[config.mk]
export PLATFORM = sky130hd
export DESIGN_NAME = dmac_chan_top
export DESIGN_NICKNAME = d
export VERILOG_FILES = /design/src/rtl/dmac_pkg.sv /design/src/rtl/dmac_reg_decode.sv /design/src/rtl/dmac_addr_gen.sv /design/src/rtl/dmac_beat_fsm.sv /design/src/rtl/dmac_chan_top.sv
export SDC_FILE = /design/constraint.sdc
export NUM_CORES = 1
export LEC_CHECK = 0
export BUFFER_PORTS_ARGS = -buffer_cell sky130_fd_sc_hd__buf_2
export CAP_MARGIN = 20
export CORE_AREA = 2 2 207 107
export CTS_CLUSTER_SIZE = 8
export DETAILED_ROUTE_END_ITERATION = 16
export DIE_AREA = 0 0 209 109
export HOLD_SLACK_MARGIN = 0.12
export PLACE_DENSITY = 0.6
export SKIP_LAST_GASP = 1
export SYNTH_ARGS = -nofsm -noshare
export SYNTH_HDL_FRONTEND = slang
export SYNTH_SLANG_ARGS = --single-unit
[constraint.sdc]
create_clock -name clk -period 3.1 [get_ports clk]
set_input_delay 0.62 -clock clk [delete_from_list [all_inputs] [get_ports clk]]
set_output_delay 0.62 -clock clk [all_outputs]
set_load 0.02 [all_outputs]
[src/rtl/dmac_pkg.sv]
package dmac_pkg;

    typedef enum logic [1:0] {
        AM_INC = 2'd0,
        AM_DEC = 2'd1,
        AM_FIX = 2'd2,
        AM_HLD = 2'd3
    } addr_mode_e;

    typedef enum logic [1:0] {
        ST_IDLE  = 2'd0,
        ST_FETCH = 2'd1,
        ST_STORE = 2'd2
    } beat_st_e;

    localparam logic [11:0] CMD_OFS     = 12'h000;
    localparam logic [11:0] WIN_FIRST   = 12'h100;
    localparam logic [11:0] WIN_STRIDE  = 12'h040;
    localparam logic [5:0]  OFS_SMODE   = 6'h20;
    localparam logic [5:0]  OFS_DMODE   = 6'h24;
    localparam logic [5:0]  OFS_SADDR   = 6'h28;
    localparam logic [5:0]  OFS_DADDR   = 6'h2C;
    localparam logic [5:0]  OFS_COUNT   = 6'h30;
    localparam int          ABORT_BIT   = 31;
    localparam int          MODE_LSB    = 4;

endpackage

[src/rtl/dmac_reg_decode.sv]
module dmac_reg_decode
    import dmac_pkg::*;
#(
    parameter int CHAN_ID = 0
) (
    input  logic        bus_wr,
    input  logic [11:0] bus_addr,
    input  logic [31:0] bus_wdata,
    input  logic        busy,
    output logic        wr_smode,
    output logic        wr_dmode,
    output logic        wr_saddr,
    output logic        wr_daddr,
    output logic        wr_count,
    output logic        cmd_start,
    output logic        cmd_abort
);
    localparam logic [11:0] WIN_BASE = WIN_FIRST + 12'(CHAN_ID) * WIN_STRIDE;

    logic in_win;
    logic cfg_ok;
    logic cmd_hit;

    always_comb begin
        in_win    = (bus_addr[11:6] == WIN_BASE[11:6]);
        cfg_ok    = bus_wr && in_win && !busy;
        cmd_hit   = bus_wr && (bus_addr == CMD_OFS) && bus_wdata[CHAN_ID];
        wr_smode  = cfg_ok && (bus_addr[5:0] == OFS_SMODE);
        wr_dmode  = cfg_ok && (bus_addr[5:0] == OFS_DMODE);
        wr_saddr  = cfg_ok && (bus_addr[5:0] == OFS_SADDR);
        wr_daddr  = cfg_ok && (bus_addr[5:0] == OFS_DADDR);
        wr_count  = cfg_ok && (bus_addr[5:0] == OFS_COUNT);
        cmd_start = cmd_hit && !bus_wdata[ABORT_BIT];
        cmd_abort = cmd_hit &&  bus_wdata[ABORT_BIT];
    end

endmodule

[src/rtl/dmac_addr_gen.sv]
module dmac_addr_gen
    import dmac_pkg::*;
#(
    parameter int AW = 32
) (
    input  logic          clk,
    input  logic          rst_n,
    input  logic          mode_wr,
    input  logic [1:0]    mode_in,
    input  logic          addr_wr,
    input  logic [AW-1:0] addr_in,
    input  logic          step,
    output logic [AW-1:0] addr,
    output logic [1:0]    mode
);
    typedef struct packed {
        logic [1:0]    mode;
        logic [AW-1:0] addr;
    } ag_state_t;

    ag_state_t s_d, s_q;

    always_comb begin
        s_d = s_q;
        if (mode_wr) s_d.mode = mode_in;
        if (addr_wr) begin
            s_d.addr = addr_in;
        end else if (step) begin
            unique case (addr_mode_e'(s_q.mode))
                AM_INC:  s_d.addr = s_q.addr + AW'(1);
                AM_DEC:  s_d.addr = s_q.addr - AW'(1);
                default: s_d.addr = s_q.addr;
            endcase
        end
    end

    always_ff @(posedge clk or negedge rst_n) begin
        if (!rst_n) s_q <= '0;
        else        s_q <= s_d;
    end

    assign addr = s_q.addr;
    assign mode = s_q.mode;

    p_step_inc_r2: assert property (@(posedge clk) disable iff (!rst_n)
        (step && !addr_wr && mode == 2'd0) |=> addr == $past(addr) + AW'(1))
        else $error("R2 increment step wrong");

    p_step_dec_r2: assert property (@(posedge clk) disable iff (!rst_n)
        (step && !addr_wr && mode == 2'd1) |=> addr == $past(addr) - AW'(1))
        else $error("R2 decrement step wrong");

    p_step_fix_r2: assert property (@(posedge clk) disable iff (!rst_n)
        (step && !addr_wr && mode[1]) |=> $stable(addr))
        else $error("R2 fixed address moved");

endmodule

[src/rtl/dmac_beat_fsm.sv]
module dmac_beat_fsm
    import dmac_pkg::*;
#(
    parameter int CW = 16,
    parameter int DW = 8
) (
    input  logic          clk,
    input  logic          rst_n,
    input  logic          cnt_wr,
    input  logic [CW-1:0] cnt_in,
    input  logic          start,
    input  logic          abort,
    input  logic          src_ready,
    input  logic [DW-1:0] src_data,
    input  logic          dst_ready,
    output logic          src_valid,
    output logic          dst_valid,
    output logic [DW-1:0] dst_data,
    output logic [CW-1:0] count,
    output logic          busy,
    output logic          beat_done,
    output logic          evt_done,
    output logic          evt_abort
);
    typedef struct packed {
        beat_st_e      st;
        logic [CW-1:0] cnt;
        logic [DW-1:0] data;
        logic          done;
        logic          abrt;
    } fsm_state_t;

    fsm_state_t f_d, f_q;

    always_comb begin
        f_d      = f_q;
        f_d.done = 1'b0;
        f_d.abrt = 1'b0;
        unique case (f_q.st)
            ST_FETCH: begin
                if (src_ready) begin
                    f_d.data = src_data;
                    f_d.st   = ST_STORE;
                end
            end
            ST_STORE: begin
                if (dst_ready) begin
                    f_d.cnt = f_q.cnt - CW'(1);
                    if (f_q.cnt == CW'(1)) begin
                        f_d.st   = ST_IDLE;
                        f_d.done = 1'b1;
                    end else begin
                        f_d.st = ST_FETCH;
                    end
                end
            end
            default: begin
                if (cnt_wr) f_d.cnt = cnt_in;
                if (start && !abort) begin
                    if (f_q.cnt == '0) f_d.done = 1'b1;
                    else               f_d.st   = ST_FETCH;
                end
            end
        endcase
        if (abort) begin
            f_d.abrt = 1'b1;
            if (f_q.st != ST_IDLE) begin
                f_d.st   = ST_IDLE;
                f_d.done = 1'b1;
            end
        end
    end

    always_ff @(posedge clk or negedge rst_n) begin
        if (!rst_n) f_q <= '{st: ST_IDLE, cnt: '0, data: '0, done: 1'b0, abrt: 1'b0};
        else        f_q <= f_d;
    end

    assign src_valid = (f_q.st == ST_FETCH);
    assign dst_valid = (f_q.st == ST_STORE);
    assign dst_data  = f_q.data;
    assign count     = f_q.cnt;
    assign busy      = (f_q.st != ST_IDLE);
    assign beat_done = dst_valid && dst_ready;
    assign evt_done  = f_q.done;
    assign evt_abort = f_q.abrt;

    p_valid_excl_r4: assert property (@(posedge clk) disable iff (!rst_n)
        !(src_valid && dst_valid))
        else $error("R4 both valids high");

    p_store_hold_r4: assert property (@(posedge clk) disable iff (!rst_n)
        (dst_valid && !dst_ready && !abort) |=> (dst_valid && $stable(dst_data)))
        else $error("R4 store not held");

    p_count_dec_r5: assert property (@(posedge clk) disable iff (!rst_n)
        beat_done |=> count == $past(count) - CW'(1))
        else $error("R5 count did not drop by one");

    p_abort_busy_r7: assert property (@(posedge clk) disable iff (!rst_n)
        (abort && busy) |=> (evt_abort && evt_done && !src_valid && !dst_valid))
        else $error("R7 abort of running transfer wrong");

    p_zero_start_r8: assert property (@(posedge clk) disable iff (!rst_n)
        (start && !abort && !busy && count == '0) |=> (evt_done && !evt_abort && !src_valid))
        else $error("R8 zero-count start wrong");

endmodule

[src/rtl/dmac_chan_top.sv]
module dmac_chan_top
    import dmac_pkg::*;
#(
    parameter int CHAN_ID = 0,
    parameter int AW      = 32,
    parameter int CW      = 16
) (
    input  logic          clk,
    input  logic          rst_n,
    input  logic          bus_wr,
    input  logic [11:0]   bus_addr,
    input  logic [31:0]   bus_wdata,
    output logic [31:0]   bus_rdata,
    output logic          src_valid,
    input  logic          src_ready,
    output logic [AW-1:0] src_addr,
    input  logic [7:0]    src_data,
    output logic          dst_valid,
    input  logic          dst_ready,
    output logic [AW-1:0] dst_addr,
    output logic [7:0]    dst_data,
    output logic          evt_done,
    output logic          evt_abort
);
    localparam logic [11:0] WIN_BASE = WIN_FIRST + 12'(CHAN_ID) * WIN_STRIDE;
    localparam int          NSIDE    = 2;

    logic          wr_smode, wr_dmode, wr_saddr, wr_daddr, wr_count;
    logic          cmd_start, cmd_abort;
    logic          busy, beat_done;
    logic [CW-1:0] count;
    logic [1:0]    smode, dmode;

    logic [NSIDE-1:0]         side_mode_wr;
    logic [NSIDE-1:0]         side_addr_wr;
    logic [NSIDE-1:0][AW-1:0] side_addr;
    logic [NSIDE-1:0][1:0]    side_mode;

    dmac_reg_decode #(.CHAN_ID(CHAN_ID)) u_dec (
        .bus_wr    (bus_wr),
        .bus_addr  (bus_addr),
        .bus_wdata (bus_wdata),
        .busy      (busy),
        .wr_smode  (wr_smode),
        .wr_dmode  (wr_dmode),
        .wr_saddr  (wr_saddr),
        .wr_daddr  (wr_daddr),
        .wr_count  (wr_count),
        .cmd_start (cmd_start),
        .cmd_abort (cmd_abort)
    );

    assign side_mode_wr = {wr_dmode, wr_smode};
    assign side_addr_wr = {wr_daddr, wr_saddr};

    for (genvar g = 0; g < NSIDE; g++) begin : g_side
        dmac_addr_gen #(.AW(AW)) u_ag (
            .clk     (clk),
            .rst_n   (rst_n),
            .mode_wr (side_mode_wr[g]),
            .mode_in (bus_wdata[MODE_LSB+1:MODE_LSB]),
            .addr_wr (side_addr_wr[g]),
            .addr_in (bus_wdata[AW-1:0]),
            .step    (beat_done),
            .addr    (side_addr[g]),
            .mode    (side_mode[g])
        );
    end

    assign src_addr = side_addr[0];
    assign dst_addr = side_addr[1];
    assign smode    = side_mode[0];
    assign dmode    = side_mode[1];

    dmac_beat_fsm #(.CW(CW), .DW(8)) u_fsm (
        .clk       (clk),
        .rst_n     (rst_n),
        .cnt_wr    (wr_count),
        .cnt_in    (bus_wdata[CW-1:0]),
        .start     (cmd_start),
        .abort     (cmd_abort),
        .src_ready (src_ready),
        .src_data  (src_data),
        .dst_ready (dst_ready),
        .src_valid (src_valid),
        .dst_valid (dst_valid),
        .dst_data  (dst_data),
        .count     (count),
        .busy      (busy),
        .beat_done (beat_done),
        .evt_done  (evt_done),
        .evt_abort (evt_abort)
    );

    always_comb begin
        bus_rdata = '0;
        if (bus_addr[11:6] == WIN_BASE[11:6]) begin
            unique case (bus_addr[5:0])
                OFS_SMODE: bus_rdata = 32'(smode) << MODE_LSB;
                OFS_DMODE: bus_rdata = 32'(dmode) << MODE_LSB;
                OFS_SADDR: bus_rdata = 32'(src_addr);
                OFS_DADDR: bus_rdata = 32'(dst_addr);
                OFS_COUNT: bus_rdata = 32'(count);
                default:   bus_rdata = '0;
            endcase
        end
    end

    logic saddr_hit_raw;
    assign saddr_hit_raw = bus_wr && (bus_addr == WIN_BASE + 12'(OFS_SADDR));

    p_cfg_locked_r9: assert property (@(posedge clk) disable iff (!rst_n)
        (busy && saddr_hit_raw && !beat_done) |=> $stable(src_addr))
        else $error("R9 write while busy took effect");

    p_cnt_locked_r9: assert property (@(posedge clk) disable iff (!rst_n)
        (busy && !beat_done && !cmd_abort) |=> $stable(count))
        else $error("R9 count changed without a beat");

endmodule

Yosys cells after proc, flatten, opt, wreduce, memory -nomap -nowiden. Cells that the tools add are included.

Flip-flop bits (word level): 96. Bits of input ports: 57. Word-level logic and storage cells: 82.

Add/subtract/negate cells: 5. Equality and inequality tests: 12. Muxes and demuxes: 25. Bitwise logic cells: 1. Reductions and logical operators: 30.

Operators with widths (number): $mux W32 (5); $pmux W32 S5 (1); $pmux W32 S2 (2); $add A32 B1 Y32 const B (2); $sub A32 B1 Y32 const B (2); $pmux W16 S2 (1); $eq A6 B6 Y1 const B (5); $mux W18 (1); $eq A16 B1 Y1 const B (1); $logic_not A16 Y1 (1); $mux W16 (1); $sub A16 B1 Y16 const B (1); $logic_and A1 B1 Y1 (13); $logic_not A12 Y1 (1); $mux W2 (6); $reduce_bool A2 Y1 (4); $eq A2 B1 Y1 const B (3); $eq A6 B3 Y1 const B (1); $mux W1 (6); $reduce_and A2 Y1 (3); $reduce_bool A3 Y1 (2); $logic_not A2 Y1 (2); $pmux W2 S2 (1); $logic_not A1 Y1 (3); 5 further kinds (5).

Logic depth before layout (Yosys ltp).
Depth after elaboration: 10. Mapped depth: 15.

Hierarchy. Synthesis repeated with hierarchy kept, for this count alone.

Cells, all modules: 1229. Area, all modules: 9686.8 um^2.

Modules (own cells, without submodules): dmac_addr_gen (times used 2, cells an instance 442, area an instance 3364.5 um^2, sequential area each 850.8 um^2); dmac_beat_fsm (times used 1, cells an instance 203, area an instance 1809.2 um^2, sequential area each 700.7 um^2); dmac_chan_top (times used 1, cells an instance 122, area an instance 989.7 um^2, sequential area each 0.0 um^2); dmac_reg_decode (times used 1, cells an instance 20, area an instance 158.9 um^2, sequential area each 0.0 um^2).

Worst setup path before layout. Ideal clock, no wire load.

Kind: reg2reg. From: register g_side[1].u_ag.s_q (netlist bit g_side[1].u_ag.mode[1]). To: register g_side[1].u_ag.s_q (netlist bit g_side[1].u_ag.addr[30]). Library setup time: 77 ps. Data arrival time: 3307 ps. Required time: 3023 ps. Path slack: -283 ps. Cell stages (with the launch flop): 15. Period minus slack after synthesis: 3383 ps. Cell sequence: dfrtp_1 nand2b_1 buf_4 clkbuf_1 buf_1 xnor2_1 ha_1 or3_4 nor4_4 nand2_1 a22o_1 a2111oi_0 o21ai_1 xor2_1 o21ai_1.

Word-level cells in the longest chain between the ends: 4.

Ends and longest elaborated chain: start: declaration (RTL line dmac_addr_gen.sv:21) `ag_state_t s_d, s_q;`; start signal: assignment (RTL line dmac_addr_gen.sv:38) `if (!rst_n) s_q <= '0;`; start signal: assignment (RTL line dmac_addr_gen.sv:39) `else s_q <= s_d;`; $eq A2 B1 Y1 or $logic_not A2 Y1 (tied branches) (RTL line dmac_addr_gen.sv:29) `unique case (addr_mode_e'(s_q.mode))`; $pmux W32 S2 (RTL line dmac_addr_gen.sv:29); $mux W32 (RTL line dmac_addr_gen.sv:28) `end else if (step) begin`; $mux W32 (RTL line dmac_addr_gen.sv:26) `if (addr_wr) begin`.

Parallel ways exist; a longest one is shown, timed or not. The select of a mux whose other input is x is not followed. A chain may end at the register's enable or synchronous reset.

Worst setup path in the final report.
From: register g_side[0].u_ag.s_q (netlist bit g_side[0].u_ag.mode[1]). To: register g_side[0].u_ag.s_q (netlist bit g_side[0].u_ag.addr[28]).

Word-level cells in the longest chain between the ends: 4.

Ends and longest elaborated chain (RTL line): start: declaration (dmac_addr_gen.sv:21); start signal: assignment (dmac_addr_gen.sv:38); start signal: assignment (dmac_addr_gen.sv:39); $eq A2 B1 Y1 or $logic_not A2 Y1 (tied branches) (dmac_addr_gen.sv:29); $pmux W32 S2 (dmac_addr_gen.sv:29); $mux W32 (dmac_addr_gen.sv:28); $mux W32 (dmac_addr_gen.sv:26).

Parallel ways exist; a longest one is shown, timed or not. The select of a mux whose other input is x is not followed.

==> metrics <==
Final Slew Violations=0; Fill cells=2,167; TritonCTS sink count=96; global placement routability congestion=1.03; initial antenna violation count=1; launch point of the worst reg-to-reg path=g_side[0].u_ag.mode[1]$_DFFE_PN0P_; worst reg2reg path endpoint=g_side[0].u_ag.addr[28]$_DFFE_PN0P_; Num CTS Buffers=9; worst r2r path cells=12; largest cells by area after synthesis=dfrtp_1 29%, nor2_1 6.7%, nand2_1 5.7%; drc violations=0; non-filler cells, final=1,553; Total GRT Usage=31.5%; Chip Width=209 microns; Critical Path Source Type=flop; vias per cell=6.10; Critical Path Fanout Max=6; Post-synth EDFFs=0; TNS Setup=0 ps; WS Path Type=flop to flop; max_slew headroom=26.3%; Synth Register Bits=96; die area=0.0228 sq mm; # diodes=0; Post-synth top cells=147 x nor2_1, 126 x nand2_1, 96 x dfrtp_1; Setup violations, final=0; post-place instance area=0.00967 sq mm; Yosys top cell area share=29.1%; post-DP HPWL=28.2 mm; Worst Path Required=3340 ps; port bufs=164; Clock Skew=10.5 ps; Worst Tran Pin Value=1090 ps; layout cells sized above 1=24.4%; Reg2Reg Setup Slack=260 ps; Fmax=352 MHz; Power Density=469 mW/mm^2; cts hold-fix bufs=0; Synth Flop Type=dfrtp_1; syn_nets=1,180; largest family of logic cells by synthesized area=simple AND/OR/NAND/NOR gates; synthesis-to-finish area growth=20.8%; drt total wl=35.7 mm; Synth area leader=dfrtp_1; total power=4.68 mW; Root Buffer Master=clkbuf_16; Core ar.=0.0212 sq mm; async set-reset flop share out of synthesis=100%; via count=9,477; Post-Syn Area=0.00827 sq mm; WL/cell=23.0 microns; Hold Path Class=input port to async pin; Die Y-Extent=109 microns; mux share of post-synthesis cell area=3.83%; Post-CTS Setup Inserts=0; clk_lat worst skew=360 ps; worst setup path end=g_side[0].u_ag.addr[28]$_DFFE_PN0P_; fin crit share=91.7%; library cells used by synthesis=77; initial DRC count=1,372; status=finished, final reports clean; Adder-Cell Fraction of Synth Area=1.06%; clock slew at reported path FFs=80 ps; Layout Cell Area excl Fill=0.00999 sq mm; leakage power=4.26 nW; I/O pin count=165; Worst VDD drop=0.000380 V; Final #Nets=1,332; post-layout minimum cycle time=2840 ps; clk buf depth=2; Seq/Total Area, Yosys=29.1%; CTS tree=done; Inst Count DP=1,537; H-tree depth=3; worst setup path startpoint=g_side[0].u_ag.mode[1]$_DFFE_PN0P_; Cell Rows=38; Arr. time, crit path=3090 ps; most common cell in the netlist=nor2_1; RSZ-0062 raised after global routing=false; Syn Area/Cell=7.41 sq um; total grt overflow=0; Synth Area in XOR/XNOR=6.99%; CP endpoint kind=flop; Post-CTS Resized=0; largest net degree at the start of global routing=53; Antenna Violating Nets Remaining=0; Synth Area in Compound Gates=21.2%; Synth Instances=1,116; max cap viols=0; Yosys warning count=0; first-pass GRT wire length=53.6 mm; DRT Pass-1 Iters=8; Final Hold Fails=0; Starting Density=39.1%; Synth Area in Simple Gates=31.2%; vias in the first global route=8,312
cells in the final DEF (no fill, tap or decap), types with 6 or more instances in the layout:
master	synthesis	routed
or2_2	9	9
nand3_1	34	34
a32oi_1	6	6
nor4_1	26	26
buf_4	13	82
o21ai_1	21	21
xor2_1	32	32
nor2_1	147	147
a222oi_1	14	14
clkbuf_16	0	9
nor3_1	63	63
or4_1	12	12
buf_2	14	163
nand4_1	21	21
inv_1	11	11
ha_1	7	6
o21ai_0	67	67
and3_1	10	10
a22oi_1	25	25
or3_1	19	19
mux2_2	13	13
a31oi_1	10	10
nand2_1	126	126
and2_1	12	12
xnor2_1	34	34
a21oi_1	70	70
mux2i_1	17	17
dfrtp_1	96	96
power breakdown:
group	leakage, nW	internal (mW)	switching [mW]
registers	1.28	1.46	0.266
clock network	0.158	0.655	0.602
logic	2.82	0.613	1.09
total	4.26	2.73	1.96
sequential cells by signal, indices dropped and copies added, names as in the netlist:
name,cells
u_fsm.evt_done,1
u_fsm.dst_data,8
u_fsm.count,16
g_side.u_ag.addr,64
u_fsm.evt_abort,1
u_fsm.f_q,2
g_side.u_ag.mode,4
worst max-delay path, cell delays in order, from the launching register on:
cell	delay (ps)
dfrtp_1	370
nand2b_1	210
xnor2_1	230
ha_1	300
nand3b_1	110
o211ai_1	260
o221a_2	360
a21oi_1	110
a2bb2oi_1	150
o31ai_1	260
buf_4	170
xnor2_1	110
o21ai_1	70
cell type report:
| type | instances | area, sq um | area share, % |
|---|---|---|---|
| clock buffer | 9 | 225 | 2.25 |
| multi-input combinational | 898 | 5330 | 53.4 |
| sequential | 96 | 2400 | 24.0 |
| clock inverter | 7 | 100 | 1.00 |
| tap | 280 | 350 | 3.51 |
| inverter | 13 | 48.8 | 0.488 |
| timing repair buffer | 250 | 1530 | 15.3 |
layer usage:
metal | routed length, microns | global-route usage, % | up-vias
li1 | - | - | 4335
met5 | 0 | 0 | -
met1 | 16800 | 49.4 | 4535
met3 | 5270 | 11.9 | 26
met4 | 290 | 4.18 | 0
met2 | 13300 | 39.9 | 581
through the flow:
stage / worst slack [ps] / util [%] / hold WS (ps)
global route: 50.3 / 47.2 / 307
detailed placement: 279 / 45.7 / 489
global placement: 263 / 45.7 / 483
finish: 258 / 47.2 / 263
floorplan: 1.49 / - / 324
CTS: 312 / 47.2 / 302
kinds of logic after synthesis:
group / after synthesis
flops: 96
mux: 30
compound gates: 272
buf+inv: 122
simple gates: 523
fa+ha+maj: 7
xor+xnor: 66
how the worst min path moves through the flow:
| stage | cells after the start | to | slack (ps) | start |
|---|---|---|---|---|
| 2_1_floorplan | 0 | g_side[0].u_ag.addr[0]$_DFFE_PN0P_ | 320 | rst_n |
| 3_3_place_gp | 1 | u_fsm.dst_data[7]$_DFFE_PN0P_ | 480 | u_fsm.dst_data[7]$_DFFE_PN0P_ |
| 3_5_place_dp | 1 | u_fsm.dst_data[6]$_DFFE_PN0P_ | 490 | u_fsm.dst_data[6]$_DFFE_PN0P_ |
| 4_1_cts | 1 | g_side[1].u_ag.addr[30]$_DFFE_PN0P_ | 300 | rst_n |
| 5_1_grt | 1 | u_fsm.dst_data[2]$_DFFE_PN0P_ | 310 | rst_n |
| 6_report | 1 | u_fsm.dst_data[2]$_DFFE_PN0P_ | 260 | rst_n |
Power figures use the tool's default switching activity.
